### config.mk
export PLATFORM = sky130hd
export DESIGN_NAME = flash_cmd_ctrl
export DESIGN_NICKNAME = d
export VERILOG_FILES = /design/src/rtl/fcc_pkg.sv /design/src/rtl/fcc_strobe_edge.sv /design/src/rtl/fcc_cmd_decode.sv /design/src/rtl/fcc_byte_array.sv /design/src/rtl/flash_cmd_ctrl.sv
export SDC_FILE = /design/constraint.sdc
export NUM_CORES = 1
export LEC_CHECK = 0
export BUFFER_PORTS_ARGS = -buffer_cell sky130_fd_sc_hd__buf_2
export CAP_MARGIN = 20
export CORE_MARGIN = 1
export CORE_UTILIZATION = 38
export DETAILED_ROUTE_END_ITERATION = 8
export GPL_TIMING_DRIVEN = 0
export PLACE_DENSITY = 0.55
export SYNTH_ARGS = -nofsm -noshare
export SYNTH_HDL_FRONTEND = slang
export SYNTH_SLANG_ARGS = --single-unit
### constraint.sdc
create_clock -name clk -period 4.1 [get_ports clk]
set_input_delay 0.82 -clock clk [delete_from_list [all_inputs] [get_ports clk]]
set_output_delay 0.82 -clock clk [all_outputs]
set_load 0.02 [all_outputs]
### src/rtl/fcc_pkg.sv
package fcc_pkg;
    typedef enum logic [3:0] {
        M_READ, M_IDENT, M_ERS_SETUP, M_ERS_RUN, M_ERS_VFY,
        M_PRG_SETUP, M_PRG_RUN, M_PRG_VFY, M_RST_SETUP
    } mode_e;

    typedef enum logic [1:0] { OP_NONE, OP_ERASE, OP_PROG } op_e;

    localparam logic [7:0] OPC_READ  = 8'h00;
    localparam logic [7:0] OPC_IDENT = 8'h90;
    localparam logic [7:0] OPC_ERASE = 8'h20;
    localparam logic [7:0] OPC_PROG  = 8'h40;
    localparam logic [7:0] OPC_EVFY  = 8'hA0;
    localparam logic [7:0] OPC_PVFY  = 8'hC0;
    localparam logic [7:0] OPC_RESET = 8'hFF;
    localparam logic [7:0] ID_MFR    = 8'h89;
    localparam logic [7:0] ID_DEV    = 8'hBD;
endpackage

### src/rtl/fcc_strobe_edge.sv
module fcc_strobe_edge (
    input  logic clk,
    input  logic rst_n,
    input  logic we_n,
    output logic fall,
    output logic rise
);
    logic we_d, we_q;

    always_comb begin
        we_d = we_n;
        fall = we_q & ~we_n;
        rise = ~we_q & we_n;
    end

    always_ff @(posedge clk or negedge rst_n) begin
        if (!rst_n) we_q <= 1'b1;
        else        we_q <= we_d;
    end
endmodule

### src/rtl/fcc_cmd_decode.sv
module fcc_cmd_decode #(
    parameter int AW = 4
) (
    input  logic            clk,
    input  logic            rst_n,
    input  logic            vpp_en,
    input  logic            fall,
    input  logic            rise,
    input  logic [AW-1:0]   bus_addr,
    input  logic [7:0]      bus_wdata,
    output fcc_pkg::mode_e  mode,
    output logic [AW-1:0]   pgm_addr,
    output logic [7:0]      pgm_data,
    output logic [AW-1:0]   vfy_addr,
    output logic            start_erase,
    output logic            start_prog,
    output logic            abort
);
    import fcc_pkg::*;

    typedef struct packed {
        mode_e           mode;
        logic [AW-1:0]   addr_lat;
        logic [AW-1:0]   pgm_addr;
        logic [7:0]      pgm_data;
        logic [AW-1:0]   vfy_addr;
        logic            start_erase;
        logic            start_prog;
    } dec_t;

    dec_t d, q;

    always_comb begin
        d             = q;
        d.start_erase = 1'b0;
        d.start_prog  = 1'b0;
        abort         = 1'b0;
        if (fall) d.addr_lat = bus_addr;
        if (!vpp_en) begin
            d.mode = M_READ;
        end else if (rise) begin
            case (q.mode)
                M_PRG_SETUP: begin
                    d.pgm_addr   = q.addr_lat;
                    d.pgm_data   = bus_wdata;
                    d.start_prog = 1'b1;
                    d.mode       = M_PRG_RUN;
                end
                M_ERS_SETUP: begin
                    if (bus_wdata == OPC_ERASE) begin
                        d.start_erase = 1'b1;
                        d.mode        = M_ERS_RUN;
                    end else begin
                        d.mode = M_READ;
                    end
                end
                M_RST_SETUP: d.mode = M_READ;
                default: begin
                    case (bus_wdata)
                        OPC_IDENT: d.mode = M_IDENT;
                        OPC_ERASE: d.mode = M_ERS_SETUP;
                        OPC_PROG:  d.mode = M_PRG_SETUP;
                        OPC_RESET: d.mode = M_RST_SETUP;
                        OPC_EVFY: begin
                            d.mode     = M_ERS_VFY;
                            d.vfy_addr = q.addr_lat;
                            abort      = 1'b1;
                        end
                        OPC_PVFY: begin
                            d.mode = M_PRG_VFY;
                            abort  = 1'b1;
                        end
                        default:   d.mode = M_READ;
                    endcase
                end
            endcase
        end
    end

    always_ff @(posedge clk or negedge rst_n) begin
        if (!rst_n) begin
            q      <= '0;
            q.mode <= M_READ;
        end else begin
            q <= d;
        end
    end

    assign mode        = q.mode;
    assign pgm_addr    = q.pgm_addr;
    assign pgm_data    = q.pgm_data;
    assign vfy_addr    = q.vfy_addr;
    assign start_erase = q.start_erase;
    assign start_prog  = q.start_prog;
endmodule

### src/rtl/fcc_byte_array.sv
module fcc_byte_array #(
    parameter int DEPTH       = 16,
    parameter int PROG_CYCLES = 6,
    parameter int STOP_CYCLES = 40,
    localparam int AW = $clog2(DEPTH),
    localparam int CW = $clog2(DEPTH + PROG_CYCLES + STOP_CYCLES + 1)
) (
    input  logic          clk,
    input  logic          rst_n,
    input  logic          start_erase,
    input  logic          start_prog,
    input  logic          stop,
    input  logic [AW-1:0] prog_addr,
    input  logic [7:0]    prog_data,
    input  logic [AW-1:0] rd_addr,
    output logic [7:0]    rd_data,
    output logic          busy
);
    import fcc_pkg::*;

    typedef struct packed {
        op_e           op;
        logic [CW-1:0] cnt;
    } ctl_t;

    ctl_t d, q;
    logic [7:0] mem [DEPTH];
    logic timer_hit, erase_last, prog_last, wr_erase, wr_prog;

    always_comb begin
        timer_hit  = (32'(q.cnt) == STOP_CYCLES - 1);
        erase_last = (32'(q.cnt) == DEPTH - 1);
        prog_last  = (32'(q.cnt) == PROG_CYCLES - 1);
        wr_erase   = !stop && (q.op == OP_ERASE);
        wr_prog    = !stop && (q.op == OP_PROG) && prog_last;
        d = q;
        if (stop) begin
            d.op = OP_NONE;
        end else if (start_erase) begin
            d.op  = OP_ERASE;
            d.cnt = '0;
        end else if (start_prog) begin
            d.op  = OP_PROG;
            d.cnt = '0;
        end else if (q.op != OP_NONE) begin
            if (timer_hit || (q.op == OP_ERASE && erase_last) ||
                (q.op == OP_PROG && prog_last))
                d.op = OP_NONE;
            else
                d.cnt = q.cnt + 1'b1;
        end
    end

    always_ff @(posedge clk or negedge rst_n) begin
        if (!rst_n) begin
            q    <= '0;
            q.op <= OP_NONE;
        end else begin
            q <= d;
        end
    end

    always_ff @(posedge clk or negedge rst_n) begin
        if (!rst_n) begin
            for (int i = 0; i < DEPTH; i++) mem[i] <= 8'h00;
        end else if (wr_erase) begin
            mem[q.cnt[AW-1:0]] <= 8'hFF;
        end else if (wr_prog) begin
            mem[prog_addr] <= mem[prog_addr] & prog_data;
        end
    end

    assign rd_data = mem[rd_addr];
    assign busy    = (q.op != OP_NONE);
endmodule

### src/rtl/flash_cmd_ctrl.sv
module flash_cmd_ctrl #(
    parameter int DEPTH       = 16,
    parameter int PROG_CYCLES = 6,
    parameter int STOP_CYCLES = 40,
    localparam int AW = $clog2(DEPTH)
) (
    input  logic          clk,
    input  logic          rst_n,
    input  logic          vpp_en,
    input  logic [AW-1:0] bus_addr,
    input  logic [7:0]    bus_wdata,
    input  logic          bus_we_n,
    output logic [7:0]    bus_rdata,
    output logic          busy,
    output logic          vpp_ok
);
    import fcc_pkg::*;

    logic          fall, rise, abort, stop, op_start;
    logic          start_erase, start_prog;
    mode_e         mode;
    logic [AW-1:0] pgm_addr, vfy_addr, rd_addr;
    logic [7:0]    pgm_data, arr_data, id_data;
    logic          vpp_d, vpp_q;

    fcc_strobe_edge i_edge (
        .clk(clk), .rst_n(rst_n), .we_n(bus_we_n), .fall(fall), .rise(rise)
    );

    fcc_cmd_decode #(.AW(AW)) i_dec (
        .clk(clk), .rst_n(rst_n), .vpp_en(vpp_en), .fall(fall), .rise(rise),
        .bus_addr(bus_addr), .bus_wdata(bus_wdata), .mode(mode),
        .pgm_addr(pgm_addr), .pgm_data(pgm_data), .vfy_addr(vfy_addr),
        .start_erase(start_erase), .start_prog(start_prog), .abort(abort)
    );

    fcc_byte_array #(
        .DEPTH(DEPTH), .PROG_CYCLES(PROG_CYCLES), .STOP_CYCLES(STOP_CYCLES)
    ) i_arr (
        .clk(clk), .rst_n(rst_n), .start_erase(start_erase),
        .start_prog(start_prog), .stop(stop), .prog_addr(pgm_addr),
        .prog_data(pgm_data), .rd_addr(rd_addr), .rd_data(arr_data),
        .busy(busy)
    );

    always_comb begin
        stop     = abort | ~vpp_en;
        op_start = start_erase | start_prog;
        vpp_d    = vpp_en;
        case (mode)
            M_ERS_VFY: rd_addr = vfy_addr;
            M_PRG_VFY: rd_addr = pgm_addr;
            default:   rd_addr = bus_addr;
        endcase
        if (32'(bus_addr) == 0)      id_data = ID_MFR;
        else if (32'(bus_addr) == 1) id_data = ID_DEV;
        else                         id_data = 8'h00;
        bus_rdata = (mode == M_IDENT) ? id_data : arr_data;
    end

    always_ff @(posedge clk or negedge rst_n) begin
        if (!rst_n) vpp_q <= 1'b0;
        else        vpp_q <= vpp_d;
    end

    assign vpp_ok = vpp_q;
endmodule

==> flow_results.org <==
** Finish
- Core occupancy in the finished layout :: 44.09%
- Of the cells placed in the final design, the portion with a size suffix greater than 1 is 18.16%.
- Relative to the synthesized area, the layout overhead comes to 13.99%.
- At the end of the flow, the number of nets in the layout was between 1,000 and 1,500.

** Critical path
- Tracing the worst setup path back leads to its startpoint at i_dec.mode[0].
- STA puts the critical path data arrival time at approximately 3.2 ns.
- Worst Path Max Fanout :: 10
- The slowest stage of the critical path belongs to the cell dfrtp_2.
- FF-to-FF Start :: i_dec.pgm_addr[1]
- Data on the critical path is required at its endpoint by 3.28 ns.
- For the worst flop-to-flop path, the logic depth is 9.
- Type of element capturing the critical path :: output port
- Type of element launching the critical path :: flop
- On the worst path, the slowest cell contributes a delay of 0.45 ns.
- Cell chain of the critical path :: clkbuf_4, and2_1, a22oi_1, o21ai_4, buf_4, buf_4, mux4_2, a22oi_1, o21ai_0, buf_2
- R2R setup slack :: 0.35 ns
- The worst setup path is of the flop to output port kind.

** Global routing
- The first global-routing pass estimated roughly 54 mm of wire.
- The via count of the first global-routing pass is between 8,000 and 9,000.
- Leftover overflow at the end of global routing :: 0
- Global Route Usage Sum :: 29.00%
- The initial antenna violation count is 0.
- Entering global routing, the biggest net connects 107 pins.

** Detailed routing
- Dividing the detail-routed wire length by the instance count gives 26.00 um.
- Iteration-0 DRC count of the detailed router :: around 1,000
- The first detailed-routing pass took 7 iterations.
- Count of antenna-violating nets left after detailed routing :: 0
- The routed design has 35.93 mm of wire.
- Number of design rule violations left after detail routing :: 0
- Dividing the detail-routed via count by the number of cells gives 6.305.
- Via count :: 8,714

** Synthesis
- Counting flops with a built-in enable in the synthesized netlist gives 0.
- In this run, synthesis produced a sequential element count of 164.
- Commonest cells in the synthesized netlist :: nand2_1, dfrtp_1, nor2_1
- Mapped Cells :: 999
- By area the synthesized netlist is led by dfrtp_1, mux4_2, nand2_1.
- During synthesis, Yosys emitted a total of 0 warnings.
- A synthesized cell averages 9.416 um2.
- Cell taking the most area after synthesis :: dfrtp_1
- Counting flops with an async set or reset pin after synthesis yields a share of 100.0%.
- Mapped Nets :: 1,019
- Most frequent cell after synthesis :: nand2_1
- Sequential fraction of the synthesis area :: 43.64%
- Fraction of post-synthesis cell area in the top cell type by area :: 43.36%
- Dominant register cell in the synthesized netlist :: dfrtp_1
- The netlist uses between 70 and 80 different library cells.
- Summing every instance area after synthesis gives around 9400 um2.

** Flow run
- Max-cap violations in this run came to 0.

** STA
- Headroom to the max-slew limit came out at 21.14%.
- Hold Slack :: 0.2955 ns
- The routed design could run at a clock period as short as about 4.0 ns.
- Transition time of the tightest slew-check pin :: 1.180 ns
- Total Neg Setup Slack :: 0 ns
- In the post-route analysis, the smallest setup slack over all paths is 0.06939 ns.
- Setup violations remaining at the end of the flow were counted as 0.
- Clock Skews :: 0.01239 ns
- The max-slew violation count was 0.
- In the finished design, the share of the clock period the worst path needs comes to a little over nine tenths.
- Setup repair after global routing missed its margin :: false
- Static timing analysis puts the maximum clock frequency at 0.2481 GHz.
- The count of endpoints failing hold in the final timing report came to 0.

** Placed design
- Worst slack at placement :: -0.5163 ns
- Once detailed placement completed, the half-perimeter wirelength came to 25.33 mm.
- IO Port Bufs :: 23
- Placer's final routability congestion estimate :: around 0.93

** Clock tree
- Clock Pin Slew Worst Setup and Hold Paths :: ~0.08 ns
- The root buffer cell chosen for the clock tree is clkbuf_16.
- Buffers inserted to repair hold after CTS numbered 0.
- In this run the number of H-tree levels came out at 4.
- Clock tree from TritonCTS :: done
- Clock latency of the later-clocked register in the worst-skew pair :: 0.45 ns
- CTS saw 164 sinks.
- The clock passes through at most 2 buffers.
- The number of clock buffers added by TritonCTS is 17.

** Run status
- Status :: completed

** Floorplanning
- Num ports :: 26
- The floorplan step defined a die boundary enclosing between 20,000 and 30,000 um2.
- The initial utilization of the core area, before any placement, comes to 38.68%.
- In this run the horizontal extent of the chip is 159.3 um.
- The die is roughly 160 um tall.
- In this run the core area contains 57 standard-cell rows.
- The floorplan step defined a core boundary enclosing 24,320 um2.

** Power and ir drop
- In this run the static leakage power is 0.004485 uW.
- Across the VDD grid, the largest voltage drop is 215.5 uV.
- Power density normalized to cell area :: 337.8 nW/um2

** Hold path
- Hold/Removal Path Class :: input pin to async pin
==> logic make-up after synthesis <==
family / count (synthesis) / synth area share [%]
and+or+nand+nor: 441 / 22.09
AOI/OAI and AO/OA: 241 / 17.39
DFF: 164 / 43.64
adders and majority gates: 4 / 0.5321
muxes: 64 / 12.17
xor gates and xnor gates: 7 / 0.6518
buffers and inverters: 78 / 3.525
==> stage by stage <==
stage	instances	cell area, um2	total power [uW]
2_1_floorplan	999	9407	1869
3_3_place_gp	1346	9927	2015
3_5_place_dp	1350	10000	2023
4_1_cts	1379	10660	3631
5_1_grt	1381	10720	3736
6_report	1382	10720	3623
==> cell usage in the layout, fill, tap and decap left out, types with 11 or more instances in the layout <==
cell         n
a31oi_1     13
o21ai_0     15
buf_2       34
nand3_1     38
mux2i_1     12
inv_1       13
nand2_1    186
o22a_1      24
dfrtp_1    162
o211ai_1    24
mux4_2      39
a21oi_1     81
nor3_1      20
nand4_1     11
mux2_2      13
nor2_1      99
o21a_1      16
clkbuf_16   17
clkbuf_1    23
nand2b_1    14
==> power by group <==
| group | internal (uW) | total [uW] | leakage (uW) | switching [uW] |
|---|---|---|---|---|
| logic | 107 | 335 | 0.00196 | 228 |
| clock network | 876 | 1610 | 0.000281 | 734 |
| registers | 1650 | 1680 | 0.00224 | 29.8 |
| total | 2630 | 3620 | 0.00449 | 992 |
==> sequential cells by signal, summed over array words and instances (netlist names), 4 cells and up <==
register	cells
i_dec.mode	4
i_dec.vfy_addr	4
i_dec.pgm_addr	4
i_arr.mem	128
i_dec.pgm_data	8
i_dec.q	4
i_arr.q	8
==> metal layers <==
metal	wire (um)	global-route usage (%)	share of wire [%]	vias to the layer above
li1	-	-	-	3729
met1	14760	39.18	41	4389
met2	15920	43.34	44	493
met3	3401	6.460	9.5	103
met4	1840	15.78	5.1	0
met5	0	0	0	-
==> worst paths after layout <==
kind,to
max,bus_rdata[1]
min,i_arr.mem[107]
max reg2reg,i_arr.mem[77]
min reg2reg,i_arr.q[7]
max in group asynchronous,i_arr.mem[77]
min in group clk,i_arr.q[7]
==> layout make-up <==
type	count	area (um2)
fillers	2400	13600
multi-input cells	757	5061
flip-flops and latches	164	4106
clock buffers	19	452.9
well taps	324	405.4
plain buffers	59	310.3
repair buffers	32	214.0
clock inverters	13	121.4
inverters	13	48.80
diodes	1	2.502
==> worst max-delay path: cells and delay by family, from the launching register on <==
family,cells,cell delay [ns]
compound gates,4,0.97
buf+inv,4,0.75
flops,1,0.45
mux,1,0.42
simple gates,1,0.18
==> timing repair <==
action,CTS,global route
resized for setup,33,21
pin swaps,1,1
endpoints found under the hold margin,0,0
buffers inserted,2,1
setup endpoints to repair,8,8
Note: power is estimated with default switching activity, not from simulation.
